<file path="config.mk">
export PLATFORM = sky130hd
export DESIGN_NAME = bridge_seq
export DESIGN_NICKNAME = d
export VERILOG_FILES = /design/src/rtl/bridge_seq_pkg.sv /design/src/rtl/bridge_seq_timer.sv /design/src/rtl/bridge_seq_steps.sv /design/src/rtl/bridge_seq.sv
export SDC_FILE = /design/constraint.sdc
export NUM_CORES = 1
export LEC_CHECK = 0
export BUFFER_PORTS_ARGS = -buffer_cell sky130_fd_sc_hd__buf_4
export CORE_MARGIN = 4
export CORE_UTILIZATION = 50
export DETAILED_ROUTE_END_ITERATION = 16
export PLACE_DENSITY = 0.73
export REMOVE_ABC_BUFFERS = 1
export SLEW_MARGIN = 10
export SYNTH_ARGS = -nofsm -noshare
export SYNTH_HDL_FRONTEND = slang
export SYNTH_SLANG_ARGS = --single-unit
</file>
<file path="constraint.sdc">
create_clock -name clk -period 7.6 [get_ports clk]
set_input_delay 1.14 -clock clk [delete_from_list [all_inputs] [get_ports clk]]
set_output_delay 1.14 -clock clk [all_outputs]
set_load 0.05 [all_outputs]
</file>
<file path="src/rtl/bridge_seq_pkg.sv">
package bridge_seq_pkg;
  localparam int STEP_W = 5;
  localparam int REG_W  = 16;
  localparam int ADR_W  = 8;

  typedef enum logic [2:0] {
    S_IDLE, S_RLO, S_RHI, S_STEP, S_XFER, S_WAIT
  } seq_state_t;

  typedef enum logic [1:0] {
    W_NONE, W_LOCK, W_SLEEP, W_ON
  } wait_t;

  localparam logic [STEP_W-1:0] STEP_FIRST_WR = 5'd2;

  localparam logic [REG_W-1:0] ID_VAL   = 16'h2828;
  localparam logic [REG_W-1:0] CFG_RST  = 16'h0301;
  localparam logic [REG_W-1:0] CFG_BASE = 16'h0342;
  localparam logic [REG_W-1:0] CFG_PCLK = 16'h0020;
  localparam logic [REG_W-1:0] CFG_RUN  = 16'h0009;
  localparam logic [REG_W-1:0] CMD_WAKE = 16'h0011;
  localparam logic [REG_W-1:0] CMD_SHOW = 16'h0029;
endpackage

</file>
<file path="src/rtl/bridge_seq_timer.sv">
module bridge_seq_timer #(
  parameter int CW = 32
) (
  input  logic          clk,
  input  logic          rst,
  input  logic          load,
  input  logic [CW-1:0] load_val,
  output logic          zero
);
  logic [CW-1:0] cnt;

  always_ff @(posedge clk) begin
    if (rst)               cnt <= '0;
    else if (load)         cnt <= load_val;
    else if (cnt != '0)    cnt <= cnt - 1'b1;
  end

  assign zero = (cnt == '0);
endmodule

</file>
<file path="src/rtl/bridge_seq_steps.sv">
module bridge_seq_steps
  import bridge_seq_pkg::*;
(
  input  logic [STEP_W-1:0] step,
  input  logic              pclk_ref,
  input  logic [7:0]        hsync_w,
  input  logic [7:0]        vsync_w,
  input  logic [7:0]        h_back,
  input  logic [7:0]        v_back,
  input  logic [7:0]        h_front,
  input  logic [7:0]        v_front,
  input  logic [15:0]       h_active,
  input  logic [15:0]       v_active,
  input  logic [4:0]        depth,
  input  logic              loose_pack,
  input  logic [2:0]        lanes,
  input  logic [15:0]       pll_word,
  input  logic [5:0]        lp_div,
  output logic              op_wr,
  output logic [ADR_W-1:0]  op_addr,
  output logic [REG_W-1:0]  op_data,
  output logic [REG_W-1:0]  op_expect,
  output logic              op_bad,
  output wait_t             op_wait,
  output logic              op_last
);
  logic [1:0]       fmt;
  logic             fmt_ok;
  logic [7:0]       v_sum, h_sum;
  logic [REG_W-1:0] cfg_first;

  assign v_sum     = vsync_w + v_back;
  assign h_sum     = hsync_w + h_back;
  assign cfg_first = CFG_BASE | (pclk_ref ? CFG_PCLK : '0);

  always_comb begin
    fmt_ok = 1'b1;
    fmt    = 2'd0;
    case (depth)
      5'd16:   fmt = 2'd0;
      5'd18:   fmt = loose_pack ? 2'd2 : 2'd1;
      5'd24:   fmt = 2'd3;
      default: fmt_ok = 1'b0;
    endcase
  end

  always_comb begin
    op_wr     = 1'b1;
    op_addr   = 8'h00;
    op_data   = '0;
    op_expect = '0;
    op_bad    = 1'b0;
    op_wait   = W_NONE;
    op_last   = 1'b0;
    case (step)
      5'd0:  begin op_wr = 1'b0; op_addr = 8'hB0; op_expect = ID_VAL;  end
      5'd1:  begin op_wr = 1'b0; op_addr = 8'hB7; op_expect = CFG_RST; end
      5'd2:  begin op_addr = 8'hB1; op_data = {vsync_w, hsync_w}; end
      5'd3:  begin op_addr = 8'hB2; op_data = {v_sum, h_sum}; end
      5'd4:  begin op_addr = 8'hB3; op_data = {v_front, h_front}; end
      5'd5:  begin op_addr = 8'hB4; op_data = h_active; end
      5'd6:  begin op_addr = 8'hB5; op_data = v_active; end
      5'd7:  begin op_addr = 8'hB6; op_data = {12'h000, 2'b10, fmt}; op_bad = !fmt_ok; end
      5'd8:  begin op_addr = 8'hDE; op_data = 16'(lanes - 3'd1); end
      5'd9:  begin op_addr = 8'hB7; op_data = cfg_first; end
      5'd10: begin op_addr = 8'hBA; op_data = pll_word; end
      5'd11: begin op_addr = 8'hB8; op_data = '0; end
      5'd12: begin op_addr = 8'hBB; op_data = {10'h000, lp_div}; end
      5'd13: begin op_addr = 8'hB9; op_data = 16'h0001; op_wait = W_LOCK; end
      5'd14: begin op_addr = 8'hBC; op_data = 16'h0001; end
      5'd15: begin op_addr = 8'hBF; op_data = CMD_WAKE; op_wait = W_SLEEP; end
      5'd16: begin op_addr = 8'hBC; op_data = 16'h0001; end
      5'd17: begin op_addr = 8'hBF; op_data = CMD_SHOW; op_wait = W_ON; end
      5'd18: begin op_addr = 8'hB7; op_data = cfg_first | CFG_RUN; op_last = 1'b1; end
      default: op_last = 1'b1;
    endcase
  end
endmodule

</file>
<file path="src/rtl/bridge_seq.sv">
module bridge_seq
  import bridge_seq_pkg::*;
#(
  parameter int CLK_HZ = 125_000_000,
  parameter int TW     = 32,
  parameter int DLY_W  = 8
) (
  input  logic             clk,
  input  logic             rst,
  input  logic             start,
  input  logic             readback_en,
  input  logic             pclk_ref,
  input  logic [7:0]       hsync_w,
  input  logic [7:0]       vsync_w,
  input  logic [7:0]       h_back,
  input  logic [7:0]       v_back,
  input  logic [7:0]       h_front,
  input  logic [7:0]       v_front,
  input  logic [15:0]      h_active,
  input  logic [15:0]      v_active,
  input  logic [4:0]       depth,
  input  logic             loose_pack,
  input  logic [2:0]       lanes,
  input  logic [15:0]      pll_word,
  input  logic [5:0]       lp_div,
  input  logic [DLY_W-1:0] dly_sleep_ms,
  input  logic [DLY_W-1:0] dly_on_ms,
  input  logic             bus_ack,
  input  logic [15:0]      bus_rdata,
  output logic             bus_req,
  output logic             bus_wr,
  output logic [7:0]       bus_addr,
  output logic [15:0]      bus_wdata,
  output logic             bridge_rst_n,
  output logic             busy,
  output logic             done,
  output logic             error
);
  localparam int CYC_MS   = CLK_HZ / 1000;
  localparam int RST_CYC  = 10 * CYC_MS;
  localparam int LOCK_CYC = CLK_HZ / 2000;
  localparam logic [TW-1:0] CYC_MS_W = TW'(CYC_MS);
  localparam logic [TW-1:0] RST_M1   = TW'(RST_CYC - 1);
  localparam logic [TW-1:0] LOCK_M1  = TW'(LOCK_CYC - 1);

  seq_state_t        state;
  logic [STEP_W-1:0] step;
  logic              op_wr, op_bad, op_last;
  logic [ADR_W-1:0]  op_addr;
  logic [REG_W-1:0]  op_data, op_expect;
  wait_t             op_wait;
  logic              tmr_load, tmr_zero;
  logic [TW-1:0]     tmr_val, wait_val;

  function automatic logic [TW-1:0] ms_m1(input logic [DLY_W-1:0] ms);
    logic [TW-1:0] prod;
    prod = TW'(ms) * CYC_MS_W;
    return (prod == '0) ? '0 : prod - 1'b1;
  endfunction

  bridge_seq_steps u_steps (
    .step(step), .pclk_ref(pclk_ref),
    .hsync_w(hsync_w), .vsync_w(vsync_w), .h_back(h_back), .v_back(v_back),
    .h_front(h_front), .v_front(v_front), .h_active(h_active), .v_active(v_active),
    .depth(depth), .loose_pack(loose_pack), .lanes(lanes),
    .pll_word(pll_word), .lp_div(lp_div),
    .op_wr(op_wr), .op_addr(op_addr), .op_data(op_data), .op_expect(op_expect),
    .op_bad(op_bad), .op_wait(op_wait), .op_last(op_last)
  );

  bridge_seq_timer #(.CW(TW)) u_timer (
    .clk(clk), .rst(rst), .load(tmr_load), .load_val(tmr_val), .zero(tmr_zero)
  );

  always_comb begin
    case (op_wait)
      W_SLEEP: wait_val = ms_m1(dly_sleep_ms);
      W_ON:    wait_val = ms_m1(dly_on_ms);
      default: wait_val = LOCK_M1;
    endcase
  end

  // timer loads on the same edge as the state change that starts a wait
  always_comb begin
    tmr_load = 1'b0;
    tmr_val  = RST_M1;
    case (state)
      S_IDLE:  tmr_load = start;
      S_RLO:   tmr_load = tmr_zero;
      S_XFER: begin
        tmr_load = bus_ack && (op_wait != W_NONE) && !op_last;
        tmr_val  = wait_val;
      end
      default: tmr_load = 1'b0;
    endcase
  end

  always_ff @(posedge clk) begin
    if (rst) begin
      state        <= S_IDLE;
      step         <= '0;
      bus_req      <= 1'b0;
      bus_wr       <= 1'b0;
      bus_addr     <= '0;
      bus_wdata    <= '0;
      bridge_rst_n <= 1'b1;
      busy         <= 1'b0;
      done         <= 1'b0;
      error        <= 1'b0;
    end else begin
      case (state)
        S_IDLE: if (start) begin
          bridge_rst_n <= 1'b0;
          busy         <= 1'b1;
          done         <= 1'b0;
          error        <= 1'b0;
          state        <= S_RLO;
        end
        S_RLO: if (tmr_zero) begin
          bridge_rst_n <= 1'b1;
          state        <= S_RHI;
        end
        S_RHI: if (tmr_zero) begin
          step  <= readback_en ? '0 : STEP_FIRST_WR;
          state <= S_STEP;
        end
        S_STEP: begin
          if (op_bad) begin
            error <= 1'b1;
            busy  <= 1'b0;
            state <= S_IDLE;
          end else begin
            bus_req   <= 1'b1;
            bus_wr    <= op_wr;
            bus_addr  <= op_addr;
            bus_wdata <= op_data;
            state     <= S_XFER;
          end
        end
        S_XFER: if (bus_ack) begin
          bus_req <= 1'b0;
          if (!op_wr && (bus_rdata != op_expect)) begin
            error <= 1'b1;
            busy  <= 1'b0;
            state <= S_IDLE;
          end else if (op_last) begin
            done  <= 1'b1;
            busy  <= 1'b0;
            state <= S_IDLE;
          end else begin
            step  <= step + 1'b1;
            state <= (op_wait != W_NONE) ? S_WAIT : S_STEP;
          end
        end
        S_WAIT: if (tmr_zero) state <= S_STEP;
        default: state <= S_IDLE;
      endcase
    end
  end
endmodule

</file>
==> results by group <==
Layout
  – Most frequent cells in the layout: 182 x buf_4, 136 x ha_1, 108 x inv_1
  – # nets final: 1699
  – Synth-to-Final Area Change: 18.7%
  – Layout cell share with drive strength beyond 1: 16.9%
  – Most common cell after layout, fill and taps aside: buf_4
  – N_diodes: 0
  – Post-route cell area: 11400 sq um
  – Fillcell total: 1695

Setup path
  – CP most frequent cell: fa_1
  – Critical path cell sequence: buf_4 -> fa_1 -> ha_1 -> inv_1 -> fa_1 -> fa_1 -> inv_1 -> ha_1 -> and4_1 -> and2_1 -> a221oi_2 -> xnor2_1 -> a21o_1 -> or3_1 -> nor3_2 -> nor2b_1 -> a221oi_1 -> a311oi_1
  – Slowest-stage cell, CP: nor2b_1
  – CP required: 7.84 ns
  – Worst path bufs/invs: 3
  – Critical Path Start Type: input pin
  – CP arrival: 6.40 ns
  – Biggest fanout along the worst timing path: 14
  – Slowest stage delay, CP: 0.89 ns
  – Critical path type: in -> reg
  – Crit end category: flop
  – Crit path max-delay family: adder cells

Timing
  – Fin. max-slew vios: 0
  – Setup TNS: 0 ns
  – Final setup fails: 0
  – RSZ-0062 raised after global routing: no
  – Crit path time final: 6.15 ns
  – Final Hold Viols: 0
  – Rel. slew slack: 21.7%
  – Worst-margin pin slew: 1.17 ns
  – Fmax: 163 MHz
  – Setup Skew: 0.00680 ns
  – Fin crit share: 80.9%

Run
  – Max Cap Viol: 0

Die
  – Die Height: 146 microns
  – Core Region: 18800 sq um
  – Starting density of the core: 51.0%
  – Die Area: 21400 sq um
  – Std-Cell Rows: 50
  – Die X: 146 microns
  – I/O pin cnt: 179

Routing
  – Via density: 5.89
  – DR iter-0 viols: 608
  – Drt total wl: 27.6 mm
  – Drt wl/cell: 17.1 microns
  – Detailed-route via count: 9526
  – Residual DRC count: 0
  – Pre-antenna DRT Iters: 7
  – ANT nets after route: 0

Yosys
  – Largest family of logic cells by synthesized area: adder cells
  – XOR/XNOR share of the synthesized area: 9.43%
  – Yosys warns: 0
  – Post-synthesis register bit count: 69
  – Synth Flop Type: dfxtp_1
  – Synth Instances: 1223
  – Post-Synth Simple-Gate Area: 21.2%
  – Compound-Gate Fraction of Synth Area: 23.3%
  – Post-Syn Area: 9570 sq um
  – Post-synthesis adder-cell area fraction: 25.3%
  – Mux contribution to synthesized area: 0.432%
  – Avg Cell Area, Syn: 7.82 sq um
  – Register area share after synthesis: 14.4%
  – Asr flop ratio synth: 0%
  – Number of synthesized flops with an enable pin: 0
  – Library cells used by synthesis: 83

Power and ir drop
  – Maximum vdd drop: 132 uV
  – Power Dens Cells: 240 nW/um^2
  – Leakage power total: 5.31 nW

Place
  – RePlAce Congestion: 0.939
  – Port Buffers: 178
  – Post-DP Area: 11100 sq um
  – HPWL Detailed: 22.5 mm

Clock network
  – Hold Buf Count CTS: 0
  – Longest Clk Path Bufs: 2
  – CTS clk-pin slew, worst paths: 0.06 ns
  – CTS tree: yes
  – Clock insertion delay at the later pin of the skew report: 0.33 ns
  – Post-CTS resize count: 0
  – Post-CTS setup buffer count: 0
  – H-tree levels: 3
  – CTS root buffer: clkbuf_16
  – CTS Sinks: 69
  – Total CTS buffers: 9

GRT
  – Vias in the first global route: 9052
  – Largest net degree at the start of global routing: 41
  – Grt ovf: 0
  – Total global-route track usage: 25.4%
  – Initial antenna violation count: 0
  – First-pass GRT wire length: 45.6 mm

Status
  – Status: finished, final reports clean

Hold path
  – Worst hold path class: reg -> reg
## path summary, 6_finish.rpt
check	from	endpoint	slack, ns	cells after the start
max	dly_sleep_ms[2]	u_timer.cnt[7]	1.45	18
min	bus_wdata[15]	bus_wdata[15]	0.46	2
max reg2reg	step[3]	u_timer.cnt[14]	3.63	10
min reg2reg	bus_wdata[15]	bus_wdata[15]	0.46	2
## registers in the layout, summed over array words and instances, names as in the netlist
register	count
u_timer.cnt	32
bus_wdata	16
bus_addr	7
step	5
state	3
bridge_rst_n	1
bus_req	1
bus_wr	1
busy	1
done	1
error	1
## where the power goes
group / total, mW / switching [mW] / internal, mW
Combinational: 1.81 / 1.08 / 0.737
Clock: 0.408 / 0.157 / 0.250
Sequential: 0.509 / 0.0788 / 0.430
Total: 2.73 / 1.31 / 1.42
## cell type report
class,count,area [sq um],area share (%)
clock buffers,10,229,2.02
clock inverters,5,52.6,0.463
inverters,108,405,3.57
multi-input cells,1008,7630,67.2
flip-flops and latches,69,1380,12.2
well taps,234,293,2.58
repair buffers,182,1370,12.0
## stage by stage
step                total power [mW]  hold WS, ns  worst slack, ns  cells  utilization, %
CTS                             2.73        0.453             1.46   1616            60.5
finish                          2.73        0.456             1.45   1616            60.5
detailed placement              2.31        0.445             1.09   1601            59.0
floorplan                       1.86        0.467             1.84   1185               -
global placement                2.29        0.441             1.20   1601            59.0
global route                    3.00        0.467             1.07   1616            60.5
## logic make-up after synthesis
group / after synthesis
and+or+nand+nor: 404
muxes: 4
AOI/OAI and AO/OA: 325
buffers and inverters: 146
xor gates and xnor gates: 103
adders and majority gates: 172
DFF: 69
## routing by layer
layer | vias up | track usage, % | wire [microns]
met4 | 0 | 7.71 | 694
met3 | 43 | 4.72 | 2050
li1 | 4738 | - | -
met1 | 4392 | 32.6 | 11800
met2 | 353 | 43.3 | 13100
met5 | - | 0 | 0
## worst min-delay path: stages, from the launching register on
cell and delay [ns]:
dfxtp_1 0.31, nand2_1 0.05, a21oi_1 0.05
## synthesized netlist by cell type, types with 5 or more instances
| master | count | area [sq um] |
|---|---|---|
| nor3_1 | 40 | 200 |
| nor2b_1 | 17 | 106 |
| nand2b_1 | 9 | 56.3 |
| clkbuf_1 | 32 | 120 |
| xnor2_1 | 58 | 508 |
| nor3b_1 | 6 | 45.0 |
| nand3_1 | 24 | 120 |
| nor2_1 | 105 | 394 |
| a211oi_1 | 17 | 128 |
| a41oi_1 | 5 | 43.8 |
| nand4_1 | 8 | 50.1 |
| a31oi_1 | 19 | 119 |
| o21a_1 | 8 | 60.1 |
| ha_1 | 136 | 1700 |
| dfxtp_1 | 69 | 1380 |
| fa_1 | 36 | 721 |
| nor4_1 | 15 | 93.8 |
| or3_1 | 8 | 50.1 |
| a222oi_1 | 9 | 90.1 |
| or2_2 | 10 | 62.6 |
| xor2_1 | 45 | 394 |
| nand2_1 | 107 | 402 |
| and2_1 | 12 | 75.1 |
| a22oi_1 | 24 | 180 |
| a21oi_1 | 95 | 475 |
| or4_1 | 7 | 52.6 |
| a21o_1 | 12 | 90.1 |
| o211ai_1 | 5 | 37.5 |
| inv_1 | 108 | 405 |
| a22o_1 | 8 | 70.1 |
| and3_1 | 9 | 56.3 |
| o21ai_1 | 10 | 50.1 |
| a221oi_1 | 18 | 158 |
| o21ai_0 | 36 | 180 |
| o21bai_1 | 7 | 52.6 |
Note: power is estimated with default switching activity, not from simulation.
